[src/rtl/cfc_pkg.sv]
package cfc_pkg;

  typedef enum logic [1:0] {
    FS_IDLE  = 2'd0,
    FS_ISSUE = 2'd1,
    FS_WAIT  = 2'd2,
    FS_RUN   = 2'd3
  } fetch_fsm_t;

  localparam logic [1:0] ENG_IDLE  = 2'd0;
  localparam logic [1:0] ENG_FETCH = 2'd1;
  localparam logic [1:0] ENG_RUN   = 2'd2;

  localparam int OFS_SYS   = 'h000;
  localparam int OFS_CMD   = 'h004;
  localparam int OFS_BASE  = 'h008;
  localparam int OFS_VER   = 'h018;
  localparam int OFS_EN    = 'h020;
  localparam int OFS_RAW   = 'h024;
  localparam int OFS_MSK   = 'h028;
  localparam int OFS_CLR   = 'h02C;
  localparam int OFS_STATE = 'h040;
  localparam int OFS_WORDS = 'h100;

  localparam int BIT_MASTER = 1;
  localparam int BIT_SRST_A = 3;
  localparam int BIT_SRST_C = 4;
  localparam int IRQ_DONE   = 0;
  localparam int IRQ_RDERR  = 2;
  localparam int IRQ_WRERR  = 15;

  function automatic logic [1:0] eng_code(fetch_fsm_t s);
    case (s)
      FS_IDLE: return ENG_IDLE;
      FS_RUN:  return ENG_RUN;
      default: return ENG_FETCH;
    endcase
  endfunction

  function automatic logic [31:0] next_word_addr(logic [31:0] a);
    return a + 32'd4;
  endfunction

  function automatic logic [31:0] version_word(logic [3:0] maj, logic [7:0] minr);
    return {maj, minr, 20'd0};
  endfunction

  function automatic logic irq_level(logic [31:0] raw, logic [31:0] en, logic [31:0] msk);
    return |(raw & en & ~msk);
  endfunction

endpackage

[src/rtl/cfc_cmdstore.sv]
module cfc_cmdstore #(
  parameter int NWORDS = 46,
  parameter int IDXW   = $clog2(NWORDS)
) (
  input  logic            clk,
  input  logic            rst_n,
  input  logic            wr,
  input  logic [IDXW-1:0] widx,
  input  logic [31:0]     wdata,
  input  logic [IDXW-1:0] ridx,
  output logic [31:0]     rdata
);
  logic [NWORDS*32-1:0] flat;

  for (genvar g = 0; g < NWORDS; g++) begin : g_word
    logic [31:0] q;
    always_ff @(posedge clk or negedge rst_n) begin
      if (!rst_n)                          q <= '0;
      else if (wr && widx == IDXW'(g))     q <= wdata;
    end
    assign flat[g*32 +: 32] = q;
  end

  assign rdata = (ridx < IDXW'(NWORDS)) ? flat[ridx*32 +: 32] : 32'd0;
endmodule

[src/rtl/cfc_irq.sv]
module cfc_irq (
  input  logic        clk,
  input  logic        rst_n,
  input  logic        en_wr,
  input  logic        msk_wr,
  input  logic        clr_wr,
  input  logic [31:0] wdata,
  input  logic [31:0] set_vec,
  output logic [31:0] raw,
  output logic [31:0] en,
  output logic [31:0] msk,
  output logic        irq
);
  import cfc_pkg::*;

  logic [31:0] clr_vec;
  assign clr_vec = clr_wr ? wdata : 32'd0;

  always_ff @(posedge clk or negedge rst_n) begin
    if (!rst_n) begin
      raw <= '0;
      en  <= '0;
      msk <= '0;
    end else begin
      raw <= (raw & ~clr_vec) | set_vec;
      if (en_wr)  en  <= wdata;
      if (msk_wr) msk <= wdata;
    end
  end

  assign irq = irq_level(raw, en, msk);
endmodule

[src/rtl/cfc_fetch.sv]
module cfc_fetch #(
  parameter int NWORDS = 46,
  parameter int IDXW   = $clog2(NWORDS)
) (
  input  logic            clk,
  input  logic            rst_n,
  input  logic            start_req,
  input  logic            master,
  input  logic            soft_rst,
  input  logic [31:0]     base,
  output logic            req_valid,
  input  logic            req_ready,
  output logic [31:0]     req_addr,
  input  logic            rsp_valid,
  input  logic [31:0]     rsp_data,
  input  logic            rsp_err,
  output logic            dp_start,
  input  logic            dp_done,
  output logic            start_go,
  output logic            st_wr,
  output logic [IDXW-1:0] st_idx,
  output logic [31:0]     st_data,
  output logic            done_evt,
  output logic            rderr_evt,
  output logic [1:0]      eng_state
);
  import cfc_pkg::*;

  fetch_fsm_t fsm;
  logic [IDXW-1:0] idx;
  logic last_word;

  assign last_word = (idx == IDXW'(NWORDS - 1));
  assign start_go  = start_req && master && fsm == FS_IDLE && !soft_rst;
  assign st_wr     = fsm == FS_WAIT && rsp_valid && !rsp_err && !soft_rst;
  assign rderr_evt = fsm == FS_WAIT && rsp_valid && rsp_err && !soft_rst;
  assign done_evt  = fsm == FS_RUN && dp_done && !soft_rst;
  assign st_idx    = idx;
  assign st_data   = rsp_data;
  assign eng_state = eng_code(fsm);

  always_ff @(posedge clk or negedge rst_n) begin
    if (!rst_n) begin
      fsm       <= FS_IDLE;
      req_valid <= 1'b0;
      req_addr  <= '0;
      idx       <= '0;
      dp_start  <= 1'b0;
    end else begin
      dp_start <= 1'b0;
      if (soft_rst) begin
        fsm       <= FS_IDLE;
        req_valid <= 1'b0;
      end else begin
        case (fsm)
          FS_IDLE: if (start_go) begin
            fsm       <= FS_ISSUE;
            req_valid <= 1'b1;
            req_addr  <= base;
            idx       <= '0;
          end
          FS_ISSUE: if (req_ready) begin
            req_valid <= 1'b0;
            fsm       <= FS_WAIT;
          end
          FS_WAIT: if (rsp_valid) begin
            if (rsp_err) begin
              fsm <= FS_IDLE;
            end else if (last_word) begin
              fsm      <= FS_RUN;
              dp_start <= 1'b1;
            end else begin
              idx       <= idx + 1'b1;
              req_addr  <= next_word_addr(req_addr);
              req_valid <= 1'b1;
              fsm       <= FS_ISSUE;
            end
          end
          FS_RUN: if (dp_done) fsm <= FS_IDLE;
          default: fsm <= FS_IDLE;
        endcase
      end
    end
  end
endmodule

[src/rtl/cmdfetch_ctrl.sv]
module cmdfetch_ctrl #(
  parameter int          AW        = 10,
  parameter int          NWORDS    = 46,
  parameter logic [3:0]  VER_MAJOR = 4'd3,
  parameter logic [7:0]  VER_MINOR = 8'h5C
) (
  input  logic          clk,
  input  logic          rst_n,
  input  logic          reg_wr,
  input  logic          reg_rd,
  input  logic [AW-1:0] reg_addr,
  input  logic [31:0]   reg_wdata,
  output logic [31:0]   reg_rdata,
  output logic          mrd_req_valid,
  input  logic          mrd_req_ready,
  output logic [31:0]   mrd_req_addr,
  input  logic          mrd_rsp_valid,
  input  logic [31:0]   mrd_rsp_data,
  input  logic          mrd_rsp_err,
  output logic          dp_start,
  input  logic          dp_done,
  input  logic          dp_wr_err,
  output logic          irq
);
  import cfc_pkg::*;

  localparam int IDXW = $clog2(NWORDS);
  localparam logic [AW-1:0] A_SYS   = AW'(OFS_SYS);
  localparam logic [AW-1:0] A_CMD   = AW'(OFS_CMD);
  localparam logic [AW-1:0] A_BASE  = AW'(OFS_BASE);
  localparam logic [AW-1:0] A_VER   = AW'(OFS_VER);
  localparam logic [AW-1:0] A_EN    = AW'(OFS_EN);
  localparam logic [AW-1:0] A_RAW   = AW'(OFS_RAW);
  localparam logic [AW-1:0] A_MSK   = AW'(OFS_MSK);
  localparam logic [AW-1:0] A_STATE = AW'(OFS_STATE);
  localparam logic [AW-1:0] A_WORDS = AW'(OFS_WORDS);
  localparam logic [AW-1:0] A_SPAN  = AW'(NWORDS * 4);
  localparam logic [AW-1:0] A_CLR   = AW'(OFS_CLR);

  logic            master;
  logic [31:0]     base;
  logic            soft_rst, start_req, start_go;
  logic            st_wr, done_evt, rderr_evt;
  logic [IDXW-1:0] st_idx, ridx;
  logic [31:0]     st_data, word_rd;
  logic [1:0]      eng_state;
  logic [31:0]     raw, en, msk, set_vec, rd_mux;
  logic            clr_wr;
  logic [AW-1:0]   rel;
  logic            word_hit;

  assign soft_rst  = reg_wr && reg_addr == A_SYS &&
                     (reg_wdata[BIT_SRST_A] || reg_wdata[BIT_SRST_C]);
  assign start_req = reg_wr && reg_addr == A_CMD && reg_wdata[0];
  assign clr_wr    = reg_wr && reg_addr == A_CLR;

  always_ff @(posedge clk or negedge rst_n) begin
    if (!rst_n) begin
      master <= 1'b0;
      base   <= '0;
    end else if (reg_wr) begin
      if (reg_addr == A_SYS)  master <= reg_wdata[BIT_MASTER];
      if (reg_addr == A_BASE) base   <= reg_wdata;
    end
  end

  cfc_fetch #(.NWORDS(NWORDS), .IDXW(IDXW)) u_fetch (
    .clk(clk), .rst_n(rst_n),
    .start_req(start_req), .master(master), .soft_rst(soft_rst), .base(base),
    .req_valid(mrd_req_valid), .req_ready(mrd_req_ready), .req_addr(mrd_req_addr),
    .rsp_valid(mrd_rsp_valid), .rsp_data(mrd_rsp_data), .rsp_err(mrd_rsp_err),
    .dp_start(dp_start), .dp_done(dp_done),
    .start_go(start_go), .st_wr(st_wr), .st_idx(st_idx), .st_data(st_data),
    .done_evt(done_evt), .rderr_evt(rderr_evt), .eng_state(eng_state)
  );

  assign rel      = reg_addr - A_WORDS;
  assign word_hit = reg_addr >= A_WORDS && rel < A_SPAN;
  assign ridx     = rel[IDXW+1:2];

  cfc_cmdstore #(.NWORDS(NWORDS), .IDXW(IDXW)) u_store (
    .clk(clk), .rst_n(rst_n),
    .wr(st_wr), .widx(st_idx), .wdata(st_data),
    .ridx(ridx), .rdata(word_rd)
  );

  always_comb begin
    set_vec = '0;
    set_vec[IRQ_DONE]  = done_evt;
    set_vec[IRQ_RDERR] = rderr_evt;
    set_vec[IRQ_WRERR] = dp_wr_err;
  end

  cfc_irq u_irq (
    .clk(clk), .rst_n(rst_n),
    .en_wr(reg_wr && reg_addr == A_EN),
    .msk_wr(reg_wr && reg_addr == A_MSK),
    .clr_wr(clr_wr), .wdata(reg_wdata), .set_vec(set_vec),
    .raw(raw), .en(en), .msk(msk), .irq(irq)
  );

  always_comb begin
    rd_mux = '0;
    if (word_hit) begin
      rd_mux = word_rd;
    end else begin
      case (reg_addr)
        A_SYS:   rd_mux[BIT_MASTER] = master;
        A_BASE:  rd_mux = base;
        A_VER:   rd_mux = version_word(VER_MAJOR, VER_MINOR);
        A_EN:    rd_mux = en;
        A_RAW:   rd_mux = raw;
        A_MSK:   rd_mux = msk;
        A_STATE: rd_mux = {30'd0, eng_state};
        default: rd_mux = '0;
      endcase
    end
  end

  always_ff @(posedge clk or negedge rst_n) begin
    if (!rst_n)      reg_rdata <= '0;
    else if (reg_rd) reg_rdata <= rd_mux;
  end
endmodule

[config.mk]
export PLATFORM = sky130hd
export DESIGN_NAME = cmdfetch_ctrl
export DESIGN_NICKNAME = d
export VERILOG_FILES = /design/src/rtl/cfc_pkg.sv /design/src/rtl/cfc_cmdstore.sv /design/src/rtl/cfc_irq.sv /design/src/rtl/cfc_fetch.sv /design/src/rtl/cmdfetch_ctrl.sv
export SDC_FILE = /design/constraint.sdc
export NUM_CORES = 2
export LEC_CHECK = 0
export BUFFER_PORTS_ARGS = -buffer_cell sky130_fd_sc_hd__buf_4
export CAP_MARGIN = 10
export CORE_ASPECT_RATIO = 0.75
export CORE_MARGIN = 2
export CORE_UTILIZATION = 59
export DETAILED_ROUTE_END_ITERATION = 16
export MAX_ROUTING_LAYER = met4
export PLACE_DENSITY = 0.76
export SLEW_MARGIN = 40
export SYNTH_ARGS = -nofsm -noshare
export SYNTH_HDL_FRONTEND = slang
export SYNTH_SLANG_ARGS = --single-unit
[constraint.sdc]
create_clock -name clk -period 2.88 [get_ports clk]
set_input_delay 0.576 -clock clk [delete_from_list [all_inputs] [get_ports clk]]
set_output_delay 0.576 -clock clk [all_outputs]
set_load 0.02 [all_outputs]
==> flow_metrics.env <==
export IMPL_row_count=114
export IMPL_power_density_nw_per_um2=586
export IMPL_rr_worst_depth=9
export IMPL_vias=49900
export IMPL_synth_edff_count=0
export IMPL_die_y_um=317
export IMPL_switchingPower_mw=13.3
export IMPL_setup_viol=1
export IMPL_grt_total_usage_pct=35.0
export IMPL_core_um2=129000
export IMPL_pwr_share_comb_pct=11.2
export IMPL_drt_pass1_iterations=5
export IMPL_p_seq_share_pct=47.6
export IMPL_crit_path_end_kind="output pin"
export IMPL_synth_top_cell_by_area="dfrtp_1"
export IMPL_cts_buffers=160
export IMPL_grt_pass1_wl_mm=339
export IMPL_ir_drop_v=0.000563
export IMPL_fin_crit_sh_pct=107
export IMPL_cp_arrival_ns=2.50
export IMPL_cp_depth=7
export IMPL_p_leak_nw=44.0
export IMPL_cts_tree="done"
export IMPL_ys_warnings_count=0
export IMPL_dr_max_layer_used="met4"
export IMPL_worstReg2RegEnd="u_store.g_word[31].q[28]"
export IMPL_post_dp_hpwl_mm=151
export IMPL_rsz0062_at_grt="true"
export IMPL_ios=150
export IMPL_swShare_pct=25.4
export IMPL_fin_skew_ns=0.0294
export IMPL_via_per_inst=6.73
export IMPL_hold_viol_final=0
export IMPL_port_buffers=149
export IMPL_synthArstFlopShare_pct=100
export IMPL_synth_top_area_share_pct=54.2
export IMPL_drv_cap=0
export IMPL_slew_headroom_pct=42.5
export IMPL_area_growth_pct=15.8
export IMPL_root_buffer="clkbuf_16"
export IMPL_slew_violations=0
export IMPL_gp_congestion=0.955
export IMPL_slowest_stage="dfrtp_1"
export IMPL_critPathMaxStageDelay_ns=0.39
export IMPL_finalCriticalPeriod_ns=3.08
export IMPL_synth_seq_cells=1675
export IMPL_rr_startpoint="u_fetch.fsm[0]"
export IMPL_antenna_left=0
export IMPL_holdPathStages=2
export IMPL_wirelength_mm=226
export IMPL_clockPowerShare_pct=41.1
export IMPL_synth_area_um2=77300
export IMPL_grt_pass1_vias=50600
export IMPL_cts_clk_slew_worst_paths_ns=0.06
export IMPL_crit_start="u_irq.en[17]"
export IMPL_htree_levels=4
export IMPL_yosysSeqAreaShare_pct=54.2
export IMPL_final_net_count=5640
export IMPL_layout_drive_gt1_share_pct=49.5
export IMPL_die_w_um=422
export IMPL_fmax_mhz=325
export IMPL_hold_path_class="primary input to flip-flop"
export IMPL_syn_area_per_cell_um2=14.8
export IMPL_cp_data_required_time_ns=2.30
export IMPL_design_area_um2=89500
export IMPL_violations="setup timing"
export IMPL_syn_inst=5224
export IMPL_synth_flop_cell="dfrtp_1"
export IMPL_met1_length_mm=96.0
export IMPL_crit_chain="and3b_1, a31oi_1, buf_4, nand3_4, nor4_4, nand4_1, buf_6"
export IMPL_p_int_mw=39.1
export IMPL_endpoint="irq"
export IMPL_grt_overflow_total=0
export IMPL_worstSkewPairLatency_ns=0.80
export IMPL_syn_nets=5316
export IMPL_critPathLaunchType="flip-flop"
export IMPL_clockBufferDepth=3
export IMPL_worstSetupPathType="flip-flop to output pin"
export IMPL_crit_family="simple AND/OR/NAND/NOR gates"
export IMPL_dieArea_um2=134000
export IMPL_worst_pin_slew_ns=0.862
export IMPL_drt_iter0_drc=5507
export IMPL_grt_max_degree=120
export IMPL_met2_length_mm=99.2
export IMPL_wl_met3_mm=23.9
export IMPL_synth_distinct_cells=81
export IMPL_initial_core_util_pct=59.7
export IMPL_drcViolationCount=0
export IMPL_synth_area_top_cells="dfrtp_1, mux2_2, mux4_2, mux2i_1, buf_4"
export IMPL_numClockSinks=1675
export IMPL_crit_buf_inv=2
export IMPL_antenna_found_initial=12
export IMPL_rrSetupSlack_ns=0.15
export IMPL_setup_ws_ns=-0.195
export IMPL_post_dp_cell_area_um2=83800
export IMPL_cp_max_fo=3
export IMPL_holdWs_ns=0.0459
export IMPL_final_util_pct=69.2
export IMPL_status="finished, violations left"
export IMPL_wl_per_cell_um=30.5
-- layer usage --
layer,GRT usage (%),vias to the layer above
met5,-,-
met4,10.9,0
met3,9.13,472
met2,48.8,2537
met1,50.7,26800
li1,-,20100
-- final cells by class --
class	instances	area [um2]
flip-flops and latches	1675	41900
fillers	8506	39900
multi-input cells	3024	32900
repair buffers	668	7110
clock buffers	234	4750
well taps	1740	2180
clock inverters	46	561
inverters	19	71.3
diodes	13	32.5
-- placed cells by master (no fill, tap or decap), types with 17 or more instances in the layout --
master            n
dfrtp_1        1675
mux2_2         1500
buf_4           474
mux4_2          321
mux2i_1         163
clkbuf_16       163
buf_12          158
o21ai_0          95
a22oi_1          95
nand2_1          90
nor2_1           84
mux2_1           81
a21oi_1          56
nand3_1          55
clkbuf_8         40
a21boi_0         31
o22ai_1          31
clkbuf_1         31
dlygate4sd3_1    30
a31oi_1          29
nand3_2          28
nor2b_1          26
nor3_1           25
nand3b_1         20
clkinv_2         20
inv_1            19
o211ai_1         19
nand2_2          17
-- worst min path at each step --
stage,from,to,slack [ns]
5_1_grt,reg_wdata[1],u_irq.raw[1],0.03
3_3_place_gp,u_store.g_word[41].q[26],u_store.g_word[41].q[26],0.47
6_report,reg_wdata[2],u_irq.msk[2],0.05
3_5_place_dp,u_store.g_word[8].q[14],u_store.g_word[8].q[14],0.48
4_1_cts,reg_wdata[2],u_irq.msk[2],0.0006
2_1_floorplan,rst_n,base[0],0.28
-- stage by stage --
stage | cells | power [mW] | TNS, ns | setup WS (ns)
floorplan | 5224 | 28.4 | 0 | 0.263
global placement | 7091 | 30.9 | -25.15 | -0.631
detailed placement | 7093 | 31.1 | -30.88 | -0.588
CTS | 7404 | 52.5 | -0.253 | -0.253
global route | 7412 | 54.1 | -0.265 | -0.265
finish | 7419 | 52.4 | -0.195 | -0.195
-- cells in the mapped netlist, types with 20 or more instances --
cell and count:
a21oi_1 56, nand3_1 65, mux2_2 1500, mux2i_1 163, o22ai_1 31, a21boi_0 31
o21ai_0 95, nor2_1 86, a31oi_1 29, buf_1 53, mux2_1 81, nand2_1 106
dfrtp_1 1675, clkbuf_1 206, a22oi_1 95, nor2b_1 28, nand3b_1 20, nor3_1 26
buf_2 105, buf_4 122, mux4_2 321
-- cell families after synthesis --
kind of cell               count (synthesis)  share of synthesized area, %
muxes                                   2065                          34.5
adders and majority gates                  9                         0.146
buffers and inverters                    525                          3.47
AOI/OAI and AO/OA                        488                          4.38
and+or+nand+nor                          459                          3.26
DFF                                     1675                          54.2
xor gates and xnor gates                   3                        0.0340
-- sequential cells by signal, summed over array words and instances (netlist names), 2 cells and up --
name / flops
u_store.g_word.q: 1472
base: 32
reg_rdata: 32
u_fetch.fsm: 2
u_fetch.st_idx: 6
u_irq.msk: 32
u_irq.en: 32
u_irq.raw: 32
u_fetch.req_addr: 32
-- timing repair --
action                                  in CTS  in global routing
hold buffers                                30                  0
gates resized for setup                      2                  6
pin swaps                                    4                  3
endpoints found under the setup margin       1                  1
gates cloned                                 0                  0
endpoints found under the hold margin       67                  0
setup buffers                                1                  2
-- power by group through the flow --
stage / Sequential, mW / Clock, mW / Combinational (mW)
after floorplan: 25.4 / 0 / 3.07
final: 25.0 / 21.6 / 5.89
after global placement: 25.3 / 0 / 5.63
after global routing: 25.0 / 22.7 / 6.30
after CTS: 24.9 / 21.7 / 5.82
after detailed placement: 25.4 / 0 / 5.74
-- worst reg2reg max path: stages (launching register included) --
cell      delay (ns)
dfrtp_1         0.43
inv_1           0.11
ha_1            0.17
nand3b_1        0.12
nor2_1          0.19
o21ai_4         0.14
nor2_2          0.54
nand3_2         0.31
buf_12          0.25
mux2_1          0.35
(Power assumes the default switching activity.)
